## config.mk

```make
export PLATFORM = sky130hd
export DESIGN_NAME = cattr_remapper
export DESIGN_NICKNAME = d
export VERILOG_FILES = /design/src/rtl/cattr_pkg.sv /design/src/rtl/cattr_pat_pick.sv /design/src/rtl/cattr_combine.sv /design/src/rtl/cattr_host_map.sv /design/src/rtl/cattr_remapper.sv
export SDC_FILE = /design/constraint.sdc
export NUM_CORES = 1
export LEC_CHECK = 0
export ABC_AREA = 1
export CAP_MARGIN = 40
export CORE_AREA = 5 5 115 117
export DETAILED_ROUTE_END_ITERATION = 8
export DIE_AREA = 0 0 120 122
export GPL_ROUTABILITY_DRIVEN = 0
export PLACE_DENSITY = 0.83
export SLEW_MARGIN = 20
export SYNTH_ARGS = -nofsm -noshare
export SYNTH_HDL_FRONTEND = slang
export SYNTH_SLANG_ARGS = --single-unit
```

## constraint.sdc

```tcl
create_clock -name clk -period 3.15 [get_ports clk]
set_input_delay 0.63 -clock clk [delete_from_list [all_inputs] [get_ports clk]]
set_output_delay 0.63 -clock clk [all_outputs]
set_load 0.005 [all_outputs]
```

## src/rtl/cattr_pkg.sv

```systemverilog
package cattr_pkg;

    localparam int TW = 8;

    localparam logic [TW-1:0] MT_UC  = 8'd0;
    localparam logic [TW-1:0] MT_WC  = 8'd1;
    localparam logic [TW-1:0] MT_RSV = 8'd2;
    localparam logic [TW-1:0] MT_WT  = 8'd4;
    localparam logic [TW-1:0] MT_WP  = 8'd5;
    localparam logic [TW-1:0] MT_WB  = 8'd6;
    localparam logic [TW-1:0] MT_UCM = 8'd7;

    // Legal codes for a range type.
    function automatic logic range_ok(input logic [TW-1:0] t);
        return (t == MT_UC) || (t == MT_WC) || (t == MT_WT) ||
               (t == MT_WP) || (t == MT_WB);
    endfunction

    // Legal codes for a table type (range codes plus UC-).
    function automatic logic table_ok(input logic [TW-1:0] t);
        return range_ok(t) || (t == MT_UCM);
    endfunction

    // Combination of a range type with a table type.
    function automatic logic [TW-1:0] mt_combine(input logic [TW-1:0] rng,
                                                 input logic [TW-1:0] tbl);
        logic [TW-1:0] r;
        r = MT_RSV;
        if (range_ok(rng) && table_ok(tbl)) begin
            unique case (rng)
                MT_UC: begin
                    r = (tbl == MT_WC) ? MT_WC : MT_UC;
                end
                MT_WC: begin
                    if (tbl == MT_WC || tbl == MT_WB || tbl == MT_UCM)
                        r = MT_WC;
                    else
                        r = MT_UC;
                end
                MT_WT: begin
                    if (tbl == MT_WB)
                        r = MT_WT;
                    else if (tbl == MT_UCM)
                        r = MT_UC;
                    else
                        r = tbl;
                end
                MT_WP: begin
                    if (tbl == MT_WB)
                        r = MT_WP;
                    else if (tbl == MT_UCM)
                        r = MT_WC;
                    else
                        r = tbl;
                end
                default: begin
                    r = (tbl == MT_UCM) ? MT_UC : tbl;
                end
            endcase
        end
        return r;
    endfunction

endpackage

```

## src/rtl/cattr_pat_pick.sv

```systemverilog
module cattr_pat_pick
    import cattr_pkg::*;
#(
    parameter int NUM_SLOTS = 8,
    localparam int IDX_W = $clog2(NUM_SLOTS),
    localparam int PAT_W = NUM_SLOTS * TW
) (
    input  logic [PAT_W-1:0] pat_reg,
    input  logic [IDX_W-1:0] idx,
    output logic [TW-1:0]    tbl_type
);

    logic [TW-1:0] bytes [NUM_SLOTS];

    for (genvar k = 0; k < NUM_SLOTS; k++) begin : g_byte
        assign bytes[k] = pat_reg[k*TW +: TW];
    end

    assign tbl_type = bytes[idx];

endmodule

```

## src/rtl/cattr_combine.sv

```systemverilog
module cattr_combine
    import cattr_pkg::*;
(
    input  logic          clk,
    input  logic          rst_n,
    input  logic [TW-1:0] rng_type,
    input  logic [TW-1:0] tbl_type,
    output logic [TW-1:0] eff
);

    assign eff = mt_combine(rng_type, tbl_type);


    // The effective type is never reserved code 3, and never UC-.
    eff_code_chk: assert property (@(posedge clk) disable iff (!rst_n)
        (eff != 8'd3) && (eff != MT_UCM));


    // A UC range type forces UC unless the table type is WC.
    uc_range_chk: assert property (@(posedge clk) disable iff (!rst_n)
        (rng_type == MT_UC && table_ok(tbl_type) && tbl_type != MT_WC)
            |-> (eff == MT_UC));

endmodule

```

## src/rtl/cattr_host_map.sv

```systemverilog
module cattr_host_map
    import cattr_pkg::*;
#(
    parameter int NUM_SLOTS = 8,
    localparam int IDX_W = $clog2(NUM_SLOTS),
    localparam int PAT_W = NUM_SLOTS * TW
) (
    input  logic             clk,
    input  logic             rst_n,
    input  logic [TW-1:0]    host_mtrr,
    input  logic [TW-1:0]    eff,
    input  logic [PAT_W-1:0] hpat,
    output logic [IDX_W-1:0] slot,
    output logic             conflict
);

    logic [TW-1:0]        remap_type;
    logic                 found;
    logic [NUM_SLOTS-1:0] hit;
    logic [NUM_SLOTS-1:0] uc_at;
    logic                 hit_any;

    // Reverse search: the highest legal table code that reproduces eff.
    always_comb begin
        found      = 1'b0;
        remap_type = MT_UC;
        for (int j = 0; j < 8; j++) begin
            if (table_ok(TW'(j)) && (mt_combine(host_mtrr, TW'(j)) == eff)) begin
                found      = 1'b1;
                remap_type = TW'(j);
            end
        end
    end

    assign conflict = !found;

    for (genvar k = 0; k < NUM_SLOTS; k++) begin : g_slot
        assign hit[k]   = (hpat[k*TW +: TW] == remap_type);
        assign uc_at[k] = (hpat[k*TW +: TW] == MT_UC);
    end

    // Lowest matching slot wins; fall back to the lowest UC slot, then slot 0.
    always_comb begin
        slot    = '0;
        hit_any = 1'b0;
        for (int k = NUM_SLOTS - 1; k >= 0; k--) begin
            if (uc_at[k]) slot = IDX_W'(k);
        end
        for (int k = NUM_SLOTS - 1; k >= 0; k--) begin
            if (hit[k]) begin
                slot    = IDX_W'(k);
                hit_any = 1'b1;
            end
        end
    end


    conflict_uc_chk: assert property (@(posedge clk) disable iff (!rst_n)
        conflict |-> (remap_type == MT_UC));


    remap_match_chk: assert property (@(posedge clk) disable iff (!rst_n)
        !conflict |-> (mt_combine(host_mtrr, remap_type) == eff));


    slot_holds_chk: assert property (@(posedge clk) disable iff (!rst_n)
        hit_any |-> (hpat[slot*TW +: TW] == remap_type));

endmodule

```

## src/rtl/cattr_remapper.sv

```systemverilog
module cattr_remapper
    import cattr_pkg::*;
#(
    parameter int NUM_SLOTS = 8,
    parameter logic [NUM_SLOTS*8-1:0] HPAT_RESET = 64'h0007040600070406,
    localparam int IDX_W = $clog2(NUM_SLOTS),
    localparam int PAT_W = NUM_SLOTS * TW
) (
    input  logic             clk,
    input  logic             rst_n,
    input  logic             hpat_load,
    input  logic [PAT_W-1:0] hpat_in,
    input  logic             req_valid,
    input  logic             pte_pwt,
    input  logic             pte_pcd,
    input  logic             pte_pat,
    input  logic [PAT_W-1:0] guest_pat,
    input  logic [TW-1:0]    range_mtrr,
    input  logic             bypass_valid,
    input  logic [TW-1:0]    bypass_mtrr,
    input  logic [TW-1:0]    host_mtrr,
    output logic             rsp_valid,
    output logic [TW-1:0]    eff_type,
    output logic [IDX_W-1:0] host_flags,
    output logic             conflict
);

    typedef enum logic [0:0] {
        S_IDLE = 1'b0,
        S_RESP = 1'b1
    } state_e;

    state_e state_q, state_d;

    logic [PAT_W-1:0] hpat_q;
    logic [IDX_W-1:0] tbl_idx;
    logic [TW-1:0]    tbl_type;
    logic [TW-1:0]    rng_sel;
    logic [TW-1:0]    eff_c;
    logic [IDX_W-1:0] slot_c;
    logic             conflict_c;

    // Host attribute table register.
    always_ff @(posedge clk) begin
        if (!rst_n)
            hpat_q <= HPAT_RESET;
        else if (hpat_load)
            hpat_q <= hpat_in;
    end

    assign tbl_idx = IDX_W'({pte_pat, pte_pcd, pte_pwt});
    assign rng_sel = bypass_valid ? bypass_mtrr : range_mtrr;

    cattr_pat_pick #(.NUM_SLOTS(NUM_SLOTS)) u_pick (
        .pat_reg  (guest_pat),
        .idx      (tbl_idx),
        .tbl_type (tbl_type)
    );

    cattr_combine u_comb (
        .clk      (clk),
        .rst_n    (rst_n),
        .rng_type (rng_sel),
        .tbl_type (tbl_type),
        .eff      (eff_c)
    );

    cattr_host_map #(.NUM_SLOTS(NUM_SLOTS)) u_map (
        .clk       (clk),
        .rst_n     (rst_n),
        .host_mtrr (host_mtrr),
        .eff       (eff_c),
        .hpat      (hpat_q),
        .slot      (slot_c),
        .conflict  (conflict_c)
    );

    // Next-state logic.
    always_comb begin
        state_d = state_q;
        unique case (state_q)
            S_IDLE: state_d = req_valid ? S_RESP : S_IDLE;
            S_RESP: state_d = req_valid ? S_RESP : S_IDLE;
            default: state_d = S_IDLE;
        endcase
    end

    // State register.
    always_ff @(posedge clk) begin
        if (!rst_n)
            state_q <= S_IDLE;
        else
            state_q <= state_d;
    end

    // Result registers.
    always_ff @(posedge clk) begin
        if (!rst_n) begin
            eff_type   <= '0;
            host_flags <= '0;
            conflict   <= 1'b0;
        end else if (req_valid) begin
            eff_type   <= eff_c;
            host_flags <= slot_c;
            conflict   <= conflict_c;
        end
    end

    assign rsp_valid = (state_q == S_RESP);


    req_follow_chk: assert property (@(posedge clk) disable iff (!rst_n)
        req_valid |=> rsp_valid);


    no_spurious_chk: assert property (@(posedge clk) disable iff (!rst_n)
        !req_valid |=> !rsp_valid);


    result_hold_chk: assert property (@(posedge clk) disable iff (!rst_n)
        !req_valid |=> ($stable(eff_type) && $stable(host_flags) && $stable(conflict)));


    hpat_hold_chk: assert property (@(posedge clk) disable iff (!rst_n)
        !hpat_load |=> $stable(hpat_q));


    hpat_load_chk: assert property (@(posedge clk) disable iff (!rst_n)
        hpat_load |=> (hpat_q == $past(hpat_in)));

endmodule

```

==> summary.md <==
| Metric | Value |
|---|---|
| Status | complete, but fails checks |
| Violated checks | setup timing |
| Unrepaired setup endpoints after global routing | yes |
| Worst Setup SP | guest_pat[41] |
| Worst-path clk slew | 0.06 ns |
| CTS tree | yes |
| Fin crit period | approximately 3.5 ns |
| IO Pins | around 170 |
| Crit path max fanout | 5 |
| Gate power share | between 20% and 30% |
| Commonest non-fill, non-tap cell in the layout | nand2_1 |
| Achievable frequency | between 200 and 300 MHz |
| Slowest stage cell on the critical path | clkdlybuf4s50_1 |
| Setup Skew | roughly 0.0042 ns |
| Row count | between 40 and 50 |
| Pwr dens | about 350 nW/um^2 |
| Final period util | 111% |
| ANT nets after route | 0 |
| Final setup margin | -0.337 ns |
| DRC Markers | 0 |
| Hold Startpoint | eff_type[6]$_SDFFE_PN0P_ |
| Cell Area, Placed | a little under 7000 um^2 |
| Die Area | about 15000 um^2 |
| FF+latch area | 1540 um^2 |
| Initial DRC count | just under 500 |
| Worst Path Buf+Inv | 3 |
| Synth Instances | between 700 and 800 |
| Fraction of registers with async set/reset | 0% |
| Sink Count | 77 |
| Remaining Overflow, GRT | 0 |
| Register bit total from synthesis | 77 |
| Most used cell, CP | nand2_1 |
| CP Launch Type | primary input |
| Core area | between 10000 and 15000 um^2 |
| VDD IR-drop max | about 0.00023 V |
| IO Port Bufs | around 170 |
| Pin count of the biggest net entering global routing | 51 |
| Wirelength per Cell | ~16 um |
| DIE HEIGHT | roughly 120 um |
| Compound-gate portion of the synthesized area | between 10% and 20% |
| Initial Utilization | between 30% and 40% |
| Die X | approximately 120 um |
| Post-Synth Adder-Cell Area | 0% |
| Vias/cell | approximately 5.2 |
| Critical path class | in -> reg |
| Syn nets | between 900 and 1k |
| Most frequent cells in the layout | nand2_1 (149), clkdlybuf4s50_1 (126), inv_1 (101), nor2_1 (89), dfxtp_1 (77) |
| Post-synthesis mux area share | 0% |
| Worst-Margin Slew | ~0.64 ns |
| Area occupied by multi-input gates | roughly 3000 um^2 |
| Seq pwr share | 37.5% |
| Crit end category | flop |
| Post-synth EDFFs | 0 |
| Worst skew pair latency | about 0.34 ns |
| WP data required | between 3 and 4 ns |
| Avg Cell Area, Syn | approximately 6.2 um^2 |
| Area growth from synthesis to layout | 68.8% |
| Sw frac | between 20% and 30% |
| First-pass GRT wire length | 25100 um |
| Filler Cell Count | 939 |
| Slew Limit Fails | 0 |
| Arrival @ worst endpoint | about 3.8 ns |
| Area leader, netlist | dfxtp_1 |
| Post-detail-place hpwl | 11200 um |
| Vias in the first global route | 5390 |
| Netlist cell types | 42 |
| DR vias | approximately 6k |
| Max-cap viol count | 0 |
| Setup Viol. Count Final | 3 |
| Switching power | around 0.83 mW |
| Internal reg-to-reg setup slack | ~0.36 ns |
| Antenna violations before repair | 3 |
| Int Pwr | between 2 and 2.5 mW |
| Post-Synth Simple-Gate Area | 39.4% |
| Gr usage total | between 20% and 30% |
| Fin util | approximately two thirds |
| Design area | around 8100 um^2 |
| Combinational family with the most area after synthesis | simple AND/OR/NAND/NOR gates |
| Detailed Route WL | between 15000 and 20000 um |
| Ranking of synthesized cells by area | dfxtp_1 (32%), nand2_1 (15%), inv_1 (8.6%) |
| LEAKAGE | between 4 and 5 nW |
| Num CTS Buffers | 9 |
| Synthesis warning total | 0 |
| CTS Hold Bufs | 0 |
| Max clock buf depth | 2 |
| Worst reg2reg startpoint | hpat_q[51]$_SDFFE_PN0P_ |
| Top FF cell, synth | dfxtp_1 |
| Final Net Count | between 1k and 1.5k |
| Clock share of power | a little under two fifths |
| H-tree levels | 3 |
| Worst path top cell family by delay | simple AND/OR/NAND/NOR gates |
| Worst slew margin | between 50% and 60% |
| Yosys top cell area share | 32.2% |
| Root Driver | clkbuf_16 |
| DR pass1 iterations | 5 |
| Post-Synth XOR/XNOR Area | around 1.3% |
| Final Hold Viols | 0 |
| Slowest stage delay, CP | ~0.47 ns |
| Synth Cell Area | between 4000 and 5000 um^2 |
| Sequential area share after synthesis | around 32% |
| Setup_tns | -0.823 ns |
| Layout cells sized above 1 | 22.6% |
| Worst Hold Class | reg -> reg |
## final timing paths
check	endpoint	cells after the start
worst max-delay path	host_flags[0]$_SDFFE_PN0P_	32
worst min-delay path	eff_type[6]$_SDFFE_PN0P_	2
worst max register to register	host_flags[0]$_SDFFE_PN0P_	19
worst min register to register	eff_type[6]$_SDFFE_PN0P_	2
## power groups by stage
stage	clock [mW]	combinational [mW]	sequential [mW]
finish	1.06	0.737	1.07
global placement	0	0.600	1.09
floorplan	0	0.311	1.08
global route	1.11	0.800	1.08
CTS	1.07	0.650	1.07
detailed placement	0	0.610	1.09
## registers in the layout (all words and copies together) (netlist names)
register and cells:
rsp_valid 1, hpat_q 64, conflict 1, eff_type 8, host_flags 3
## worst register-to-register path, stage by stage (launching register included)
cell     delay [ns]
dfxtp_1        0.31
or2_2          0.29
nor4_1         0.35
inv_1          0.08
nor4_1         0.35
nor2_1         0.08
nor2_1         0.12
nor2_1         0.06
nor2_1         0.12
nor2_1         0.05
o21ai_0        0.25
nand2_1        0.09
nand2_1        0.07
nand2_1        0.05
nand2_1        0.06
nand2_1        0.06
nand2_1        0.06
nand2_1        0.08
nand2_2        0.09
a21oi_2        0.06
## final cells by class
cell class,count,share of cell area (%)
multi-input cells,543,37.9
clock buffers,9,2.79
clock inverters,7,1.04
flip-flops and latches,77,19.1
repair buffers,247,30.9
inverters,118,5.66
well taps,150,2.32
diodes,3,0.0928
repair inverters,1,0.201
## per-stage QoR
stage	power [mW]	setup WS [ns]	cells	hold WS, ns
floorplan	1.40	0.0478	772	0.428
detailed placement	1.70	-0.815	1097	0.429
global placement	1.69	-0.710	1097	0.425
global route	2.99	-0.500	1155	0.462
CTS	2.79	-0.116	1128	0.439
finish	2.87	-0.337	1155	0.438
## synthesized netlist by cell type (2+ instances only)
cell,number
nand2_1,191
inv_1,110
nor2_1,97
dfxtp_1,77
nand3_1,64
o21ai_0,63
a21oi_1,37
clkbuf_1,22
nand4_1,15
nand2_2,10
nor4_1,9
nor3_1,8
buf_6,7
xor2_1,7
o21ai_2,5
buf_4,4
inv_2,4
nand3_2,4
or2_2,4
clkinv_1,3
nand2_4,3
a21boi_0,2
a21oi_2,2
buf_2,2
nand3b_1,2
nor2_2,2
nor2_4,2
o211ai_1,2
## cell families after synthesis
kind of cell,count (synthesis)
simple gates,417
xor+xnor,7
flops,77
buf+inv,153
compound gates,118
## layer usage
| layer | vias to the layer above | track usage (%) | part of all wire [%] |
|---|---|---|---|
| li1 | 2907 | - | - |
| met4 | 0 | 6.59 | 3.8 |
| met1 | 2780 | 24.9 | 38 |
| met3 | 65 | 4.46 | 6.4 |
| met5 | - | 0 | 0 |
| met2 | 269 | 37.2 | 51 |
## repair_timing
item                                    in CTS  in global routing
endpoints found under the hold margin        0                  0
resized for setup                           66                128
endpoints found under the setup margin       3                  4
gates cloned                                 2                  2
buffers inserted                            13                 22
pin swaps                                   36                 96
No activity file was read; power rests on OpenSTA's default activity.
